## config.mk

```make
export PLATFORM = sky130hd
export DESIGN_NAME = cmp_mag_compare
export DESIGN_NICKNAME = d
export VERILOG_FILES = /design/src/rtl/cmp_pkg.sv /design/src/rtl/cmp_prefix_adder.sv /design/src/rtl/cmp_flag_unit.sv /design/src/rtl/cmp_rel_decode.sv /design/src/rtl/cmp_mag_compare.sv
export SDC_FILE = /design/constraint.sdc
export NUM_CORES = 1
export LEC_CHECK = 0
export BUFFER_PORTS_ARGS = -buffer_cell sky130_fd_sc_hd__buf_2
export CAP_MARGIN = 10
export CORE_MARGIN = 3
export CORE_UTILIZATION = 55
export DETAILED_ROUTE_END_ITERATION = 10
export PLACE_DENSITY = 0.89
export SLEW_MARGIN = 20
export SYNTH_ARGS = -nofsm -noshare
export SYNTH_HDL_FRONTEND = slang
export SYNTH_SLANG_ARGS = --single-unit
```

## constraint.sdc

```tcl
create_clock -name vclk -period 6.42
set_input_delay 1.284 -clock vclk [all_inputs]
set_output_delay 1.284 -clock vclk [all_outputs]
set_load 0.02 [all_outputs]
```

## src/rtl/cmp_pkg.sv

```systemverilog
package cmp_pkg;

    typedef enum logic {
        CMP_UNSIGNED = 1'b0,
        CMP_SIGNED   = 1'b1
    } cmp_mode_e;

    typedef struct packed {
        logic carry;
        logic neg;
        logic ovf;
        logic zero;
    } cmp_flags_t;

    typedef struct packed {
        logic gt;
        logic lt;
        logic eq;
    } cmp_rel_t;

    // Prefix combine of a higher (hi) span with the adjacent lower (lo) span.
    // Result bit 1 is group generate, bit 0 is group propagate.
    function automatic logic [1:0] pg_merge(input logic hi_g, input logic hi_p,
                                            input logic lo_g, input logic lo_p);
        return {hi_g | (hi_p & lo_g), hi_p & lo_p};
    endfunction

endpackage

```

## src/rtl/cmp_prefix_adder.sv

```systemverilog
module cmp_prefix_adder
    import cmp_pkg::*;
#(
    parameter int W = 16
) (
    input  logic [W-1:0] x,
    input  logic [W-1:0] y,
    input  logic         cin,
    output logic [W-1:0] sum,
    output logic         cout
);
    localparam int LEVELS = (W > 1) ? $clog2(W) : 1;

    logic [W-1:0] half_sum;
    logic [W-1:0] grp_g;
    logic [W-1:0] grp_p;
    logic [W-1:0] nxt_g;
    logic [W-1:0] nxt_p;
    logic [W-1:0] carry_vec;

    // Kogge-Stone network: span doubles on each level, fanout stays two.
    always_comb begin
        half_sum = x ^ y;
        grp_g    = x & y;
        grp_p    = half_sum;
        // Carry-in folded into bit 0 so every group generate includes it.
        grp_g[0] = grp_g[0] | (half_sum[0] & cin);
        for (int lvl = 0; lvl < LEVELS; lvl++) begin
            nxt_g = grp_g;
            nxt_p = grp_p;
            for (int i = 0; i < W; i++) begin
                if (i >= (1 << lvl)) begin
                    {nxt_g[i], nxt_p[i]} = pg_merge(grp_g[i], grp_p[i],
                                                    grp_g[i - (1 << lvl)],
                                                    grp_p[i - (1 << lvl)]);
                end
            end
            grp_g = nxt_g;
            grp_p = nxt_p;
        end
        carry_vec[0] = cin;
        for (int i = 1; i < W; i++) begin
            carry_vec[i] = grp_g[i-1];
        end
        sum  = half_sum ^ carry_vec;
        cout = grp_g[W-1];
    end

    // rest on a correct sum and carry-out from the prefix network.
    always_comb begin
        assert_adder_sum_R2: assert ({cout, sum} ==
                ({1'b0, x} + {1'b0, y} + (W+1)'(cin)))
            else $error("prefix adder sum mismatch");
    end

endmodule

```

## src/rtl/cmp_flag_unit.sv

```systemverilog
module cmp_flag_unit
    import cmp_pkg::*;
#(
    parameter int W = 16
) (
    input  logic [W-1:0] diff,
    input  logic         carry_out,
    input  logic         a_sign,
    input  logic         b_sign,
    output cmp_flags_t   flags
);
    always_comb begin
        flags.carry = carry_out;
        flags.zero  = ~|diff;
        flags.neg   = diff[W-1];
        // Overflow: operands of opposite sign and a result sign unlike b's.
        flags.ovf   = (a_sign ^ b_sign) & (diff[W-1] ^ b_sign);
    end

endmodule

```

## src/rtl/cmp_rel_decode.sv

```systemverilog
module cmp_rel_decode
    import cmp_pkg::*;
(
    input  cmp_flags_t flags,
    input  cmp_mode_e  mode,
    output cmp_rel_t   rel
);
    logic true_sign;

    always_comb begin
        true_sign = flags.neg ^ flags.ovf;
        rel.eq    = flags.zero;
        if (mode == CMP_SIGNED) begin
            rel.gt = true_sign;
            rel.lt = ~true_sign & ~flags.zero;
        end else begin
            rel.gt = ~flags.carry;
            rel.lt = flags.carry & ~flags.zero;
        end
    end

    // the three relations never overlap and never all drop.
    always_comb begin
        assert_one_hot_R6: assert ($onehot({rel.gt, rel.lt, rel.eq}))
            else $error("relation outputs not one-hot");
    end

endmodule

```

## src/rtl/cmp_mag_compare.sv

```systemverilog
module cmp_mag_compare
    import cmp_pkg::*;
#(
    parameter int W = 16
) (
    input  logic [W-1:0] a,
    input  logic [W-1:0] b,
    input  logic         mode_signed,
    output logic         a_gt_b,
    output logic         a_lt_b,
    output logic         a_eq_b
);
    logic [W-1:0] diff;
    logic         carry_out;
    cmp_flags_t   flags;
    cmp_rel_t     rel;
    cmp_mode_e    mode;

    assign mode = cmp_mode_e'(mode_signed);

    // b - a = b + ~a + 1, the +1 entering as carry-in.
    cmp_prefix_adder #(.W(W)) u_adder (
        .x    (b),
        .y    (~a),
        .cin  (1'b1),
        .sum  (diff),
        .cout (carry_out)
    );

    cmp_flag_unit #(.W(W)) u_flags (
        .diff      (diff),
        .carry_out (carry_out),
        .a_sign    (a[W-1]),
        .b_sign    (b[W-1]),
        .flags     (flags)
    );

    cmp_rel_decode u_decode (
        .flags (flags),
        .mode  (mode),
        .rel   (rel)
    );

    assign a_gt_b = rel.gt;
    assign a_lt_b = rel.lt;
    assign a_eq_b = rel.eq;

    always_comb begin
        assert_equal_R1: assert (a_eq_b == (a == b))
            else $error("equality output wrong");
        if (mode_signed) begin
            assert_signed_gt_R4: assert (a_gt_b == ($signed(a) > $signed(b)))
                else $error("signed greater-than wrong");
            assert_signed_lt_R5: assert (a_lt_b == ($signed(a) < $signed(b)))
                else $error("signed less-than wrong");
        end else begin
            assert_unsigned_gt_R2: assert (a_gt_b == (a > b))
                else $error("unsigned greater-than wrong");
            assert_unsigned_lt_R3: assert (a_lt_b == (a < b))
                else $error("unsigned less-than wrong");
        end
    end

endmodule

```

Word-level counts from Yosys, hierarchy flattened
Cells that the tools add are included.
W data, S select, Z words.
{"block": "word_totals", "ff_bits": 0, "latchBits": 0, "mem_bits_rw": 0, "rom_bits": 0, "output_inout_bits": 3, "mem_count": 0}
{"block": "op_classes", "add_sub_neg": 0, "n_mul": 0, "div_mod_pow": 0, "magnitude_cmp": 0, "eq_ne": 0, "n_shift": 0, "muxes": 1, "bitwise": 145, "n_reduce_logical": 2}
{"cell": "$and A1 B1 Y1", "count": 86}
{"cell": "$or A1 B1 Y1", "count": 50}
{"cell": "$xor A16 B16 Y16", "count": 2}
{"cell": "$and A16 B16 Y16", "count": 1}
{"cell": "$not A16 Y16", "count": 1}
{"cell": "$reduce_or A16 Y1", "count": 1}
{"cell": "$xor A1 B1 Y1", "count": 3}
{"cell": "$mux W2", "count": 1}
{"cell": "$not A1 Y1", "count": 2}
{"cell": "$logic_not A1 Y1", "count": 1}

Logic depth before layout (Yosys ltp)
{"block": "depth", "depth_word": 16, "mapped_depth": 18}

Modules after synthesis
From an unflattened synthesis, not the netlist that was laid out.
{"block": "hier_totals", "hier_cells": 140, "area_unflattened_um2": 965.9}
{"mod": "cmp_prefix_adder", "n_inst": 1, "cells_each": 107, "area_each_um2": 788.3, "seq_area_each_um2": 0.0}
{"mod": "cmp_flag_unit", "n_inst": 1, "cells_each": 10, "area_each_um2": 67.6, "seq_area_each_um2": 0.0}
{"mod": "cmp_mag_compare", "n_inst": 1, "cells_each": 17, "area_each_um2": 63.8, "seq_area_each_um2": 0.0}
{"mod": "cmp_rel_decode", "n_inst": 1, "cells_each": 6, "area_each_um2": 46.3, "seq_area_each_um2": 0.0}

Least setup slack after synthesis
OpenSTA, ideal clock, no wires.
{"block": "synth_timing", "path_kind": "input-to-output", "from": "in a[4]", "to": "out a_eq_b", "t_arrival_ns": 5.086, "required_time_ns": 5.136, "slack_ns": 0.050, "stages": 17, "path_cell_list": "inv_1 ha_1 o211ai_1 and3_1 a21oi_1 a311oi_1 o21ai_0 a21o_1 a21oi_1 fa_1 nand3_1 a21oi_1 and3_1 nand4_1 or4_1 or4_1 nor4_2"}
{"block": "synth_via", "elab_chain_len": 12, "word_cells_on_any_way": 58, "cone_classes": "bitwise: 56; reduce/logical: 2"}
{"item": "from (decl)", "line_no": "cmp_mag_compare.sv:6", "text": "input logic [W-1:0] a,"}
{"item": "$not A16 Y16 *", "line_no": "cmp_mag_compare.sv:24", "text": ".y (~a),"}
{"item": "$xor A16 B16 Y16 or $and A16 B16 Y16 (tied branches)", "line_no": "cmp_prefix_adder.sv:23, cmp_prefix_adder.sv:24"}
{"item": "$and A1 B1 Y1", "line_no": "cmp_pkg.sv:25", "text": "return {hi_g | (hi_p & lo_g), hi_p & lo_p};"}
{"item": "$or A1 B1 Y1", "line_no": "cmp_pkg.sv:25"}
{"item": "$and A1 B1 Y1", "line_no": "cmp_pkg.sv:25"}
{"item": "$or A1 B1 Y1", "line_no": "cmp_pkg.sv:25"}
{"item": "$and A1 B1 Y1 or $or A1 B1 Y1 (tied branches)", "line_no": "cmp_pkg.sv:25"}
{"item": "$or A1 B1 Y1 or $and A1 B1 Y1 (tied branches)", "line_no": "cmp_pkg.sv:25"}
{"item": "$or A1 B1 Y1", "line_no": "cmp_pkg.sv:25"}
{"item": "$xor A16 B16 Y16 *", "line_no": "cmp_prefix_adder.sv:45", "text": "sum = half_sum ^ carry_vec;"}
{"item": "$reduce_or A16 Y1 *", "line_no": "cmp_flag_unit.sv:14", "text": "flags.zero = ~|diff;"}
{"item": "$logic_not A1 Y1 *", "line_no": "cmp_flag_unit.sv:14"}
{"item": "to (decl)", "line_no": "cmp_mag_compare.sv:11", "text": "output logic a_eq_b"}
Every way passes the cells marked *; elsewhere a longest branch is shown, timed or not.

Worst setup path after layout
{"block": "layout_timing", "from": "in a[10]", "to": "out a_eq_b"}
{"block": "layout_via", "elab_chain_len": 11, "word_cells_on_any_way": 49, "cone_classes": "bitwise: 47; reduce/logical: 2"}
{"item": "$not A16 Y16 *", "line_no": "cmp_mag_compare.sv:24"}
{"item": "$xor A16 B16 Y16 or $and A16 B16 Y16 (tied branches)", "line_no": "cmp_prefix_adder.sv:23, cmp_prefix_adder.sv:24"}
{"item": "$and A1 B1 Y1", "line_no": "cmp_pkg.sv:25"}
{"item": "$or A1 B1 Y1 or $and A1 B1 Y1 (tied branches)", "line_no": "cmp_pkg.sv:25"}
{"item": "$and A1 B1 Y1 or $or A1 B1 Y1 (tied branches)", "line_no": "cmp_pkg.sv:25"}
{"item": "$or A1 B1 Y1 or $and A1 B1 Y1 (tied branches)", "line_no": "cmp_pkg.sv:25"}
{"item": "$or A1 B1 Y1 (2 in a row)", "line_no": "cmp_pkg.sv:25"}
{"item": "$xor A16 B16 Y16 *", "line_no": "cmp_prefix_adder.sv:45"}
{"item": "$reduce_or A16 Y1 *", "line_no": "cmp_flag_unit.sv:14"}
{"item": "$logic_not A1 Y1 *", "line_no": "cmp_flag_unit.sv:14"}
Marked as above.

==> impl_metrics.env <==
export IMPL_final_hold_viol_count=0
export IMPL_dieArea_sq_um=2750
export IMPL_yosys_area_share_adder_pct=20.25
export IMPL_drcViolationCount=0
export IMPL_cpPeakStageDelay_ps=540
export IMPL_synth_simple_area_share_pct=31.54
export IMPL_final_setup_worst_slack_ps=201.0
export IMPL_top_usage_layer="met2"
export IMPL_yosysWarnings=0
export IMPL_synth_top_area_share_pct=16.88
export IMPL_hold_class="input pin to primary output"
export IMPL_first_global_vias=1480
export IMPL_wl_per_cell_um=13.86
export IMPL_synthTopCellsByArea="ha_1, inv_1, a21oi_1"
export IMPL_synth_top_area_cell="ha_1"
export IMPL_clkPwrFrac_pct=0
export IMPL_crit_required_ps=5140
export IMPL_n_clock_buffer=0
export IMPL_syn_area_per_cell_sq_um=6.739
export IMPL_end_kind="primary output"
export IMPL_syn_instance_count=176
export IMPL_cp_data_arrival_time_ps=4940
export IMPL_worstPathMaxFanout=6
export IMPL_max_freq_mhz=160.8
export IMPL_core_sq_um=2002
export IMPL_fp_dieH_um=52.44
export IMPL_yosysMostFrequentCell="inv_1"
export IMPL_start_kind="input pin"
export IMPL_seq_area_sq_um=0
export IMPL_p_switching_uw=80.80
export IMPL_row_count=16
export IMPL_met2_usage_pct=49.79
export IMPL_synth_xor_area_share_pct=0.7384
export IMPL_cpMostUsedCell="inv_1"
export IMPL_p_leak_nw=0.7901
export IMPL_met3_usage_pct=3.704
export IMPL_tightest_slew_ps=444.5
export IMPL_crit_slowest_cell="or4_4"
export IMPL_synthesis_area_sq_um=1186
export IMPL_die_w_um=52.44
export IMPL_crit_chain="buf_2 > inv_1 > ha_1 > inv_1 > nor3_2 > a311oi_2 > o21ai_1 > a21o_1 > a21oi_1 > fa_1 > nand3_1 > a21oi_2 > and3_1 > nand4_1 > or4_1 > or4_4 > nor4_4 > buf_4"
export IMPL_postRouteWirelength_mm=3.409
export IMPL_synth_compound_area_share_pct=30.17
export IMPL_peakVddDrop_mv=0.06304
export IMPL_drive_gt1_share_pct=29.22
export IMPL_final_cells=246
export IMPL_ant_nets=0
export IMPL_power_density_nw_per_um2=98.41
export IMPL_grt_pass1_wl_mm=5.775
export IMPL_num_vias=1456
export IMPL_finalSetupTns_ps=0
export IMPL_synth_top_family_by_area="simple AND/OR/NAND/NOR gates"
export IMPL_grt_overflow_total=0
export IMPL_nNetsFinal=272
export IMPL_synthMuxAreaShare_pct=6.013
export IMPL_seq_cells=0
export IMPL_yosysUniqueCellTypes=50
export IMPL_finalPower_uw=148.9
export IMPL_p_comb_share_pct=100.0
export IMPL_dp_hpwl_mm=2.826
export IMPL_drv_slew=0
export IMPL_cell_internal_pwr_uw=68.06
export IMPL_gp_congestion=0.9749
export IMPL_fill_cells=165
export IMPL_period_share_pct=96.87
export IMPL_num_antenna_cells=0
export IMPL_final_setup_viol_count=0
export IMPL_drtPass1Iterations=4
export IMPL_netlist_top_cells_count="inv_1, a21oi_1, ha_1, nand2_1, nor2_1"
export IMPL_worstSetupPathType="input pin to primary output"
export IMPL_multiInputGateArea_sq_um=1109
export IMPL_vias_per_cell=5.919
export IMPL_seq_power_share_pct=0
export IMPL_grt_util_met1_pct=29.61
export IMPL_outcome="finished clean"
export IMPL_pre_cts_slack_ps=-4.536
export IMPL_max_slew_margin_rel_pct=70.19
export IMPL_pin_count=36
export IMPL_place_inst=243
export IMPL_maxCapViolations=0
export IMPL_track_usage_pct=26.31
export IMPL_drtIter0Drc=98
export IMPL_initial_core_util_pct=59.25
export IMPL_ys_seq_area_share_pct=0
export IMPL_grt_antenna_before_repair=0
export IMPL_period_needed_ps=6219
export IMPL_syn_to_final_growth_pct=27.53
export IMPL_hold_buffers=0
export IMPL_grt_max_degree=12
export IMPL_p_sw_share_pct=54.28
export IMPL_syn_num_nets=227
export IMPL_numPortBuffers=36
metrics by stage:
stage	util [%]	hold WS (ps)	area, sq um
2_1_floorplan	-	2730	1186
3_3_place_gp	71.50	2910	1431
3_5_place_dp	71.50	2917	1431
4_1_cts	71.69	2920	1435
5_1_grt	75.56	2961	1513
6_report	75.56	2925	1513
cells by family after synthesis:
group | Yosys count
buf+inv | 30
fa+ha+maj | 18
simple gates | 66
compound gates | 54
xor+xnor | 1
mux | 7
power by group through the flow:
stage               registers (mW)  logic, mW  clock network [mW]
floorplan                        0     0.0982                   0
global placement                 0      0.131                   0
detailed placement               0      0.136                   0
CTS                              0      0.137                   0
global route                     0      0.164                   0
finish                           0      0.149                   0
placed cells by master (no fill, tap or decap), types with 2 or more instances in the layout:
cell type	instances
buf_4	14
a22oi_1	3
or4_1	2
o211ai_1	3
o21ai_0	5
o31ai_1	2
buf_2	35
inv_1	24
and3_1	4
ha_4	2
nor2b_1	5
nand3_1	2
nor2_1	13
a21o_1	6
nor3_2	3
nand2b_1	5
nand2_1	13
fa_1	2
a21oi_2	2
nand4_1	2
nand3b_1	2
a21oi_1	14
mux2i_1	6
o22ai_1	4
nor4_1	3
ha_1	14
a211oi_1	3
nor3_1	2
layer usage:
metal | wire, um | up-vias | part of all wire (%)
li1 | - | 728 | -
met1 | 1377 | 638 | 40
met2 | 1692 | 80 | 50
met3 | 248 | 10 | 7.3
met4 | 91 | 0 | 2.7
met5 | 0 | - | 0
worst max-delay path: cells and delay by family:
family                     cells  cell delay (ps)
AOI/OAI and AO/OA              5              600
adders and majority gates      2              850
buffers and inverters          4              400
and+or+nand+nor                7             1800
what timing repair did:
item                                    CTS  global route
setup buffers                             0             3
cloned                                    0             0
endpoints found under the setup margin    1             1
gates resized for setup                   1             9
pin swaps                                 0             3
path summary, 6_finish.rpt:
check,start,to,cells past startpoint
max,a[10],a_eq_b,18
min,mode_signed,a_gt_b,3
area by class of cell:
type | count | area share, %
well taps | 27 | 2.233
multi-input cells | 146 | 73.28
inverters | 24 | 5.955
repair buffers | 49 | 18.53
No activity file was read; power rests on OpenSTA's default activity.
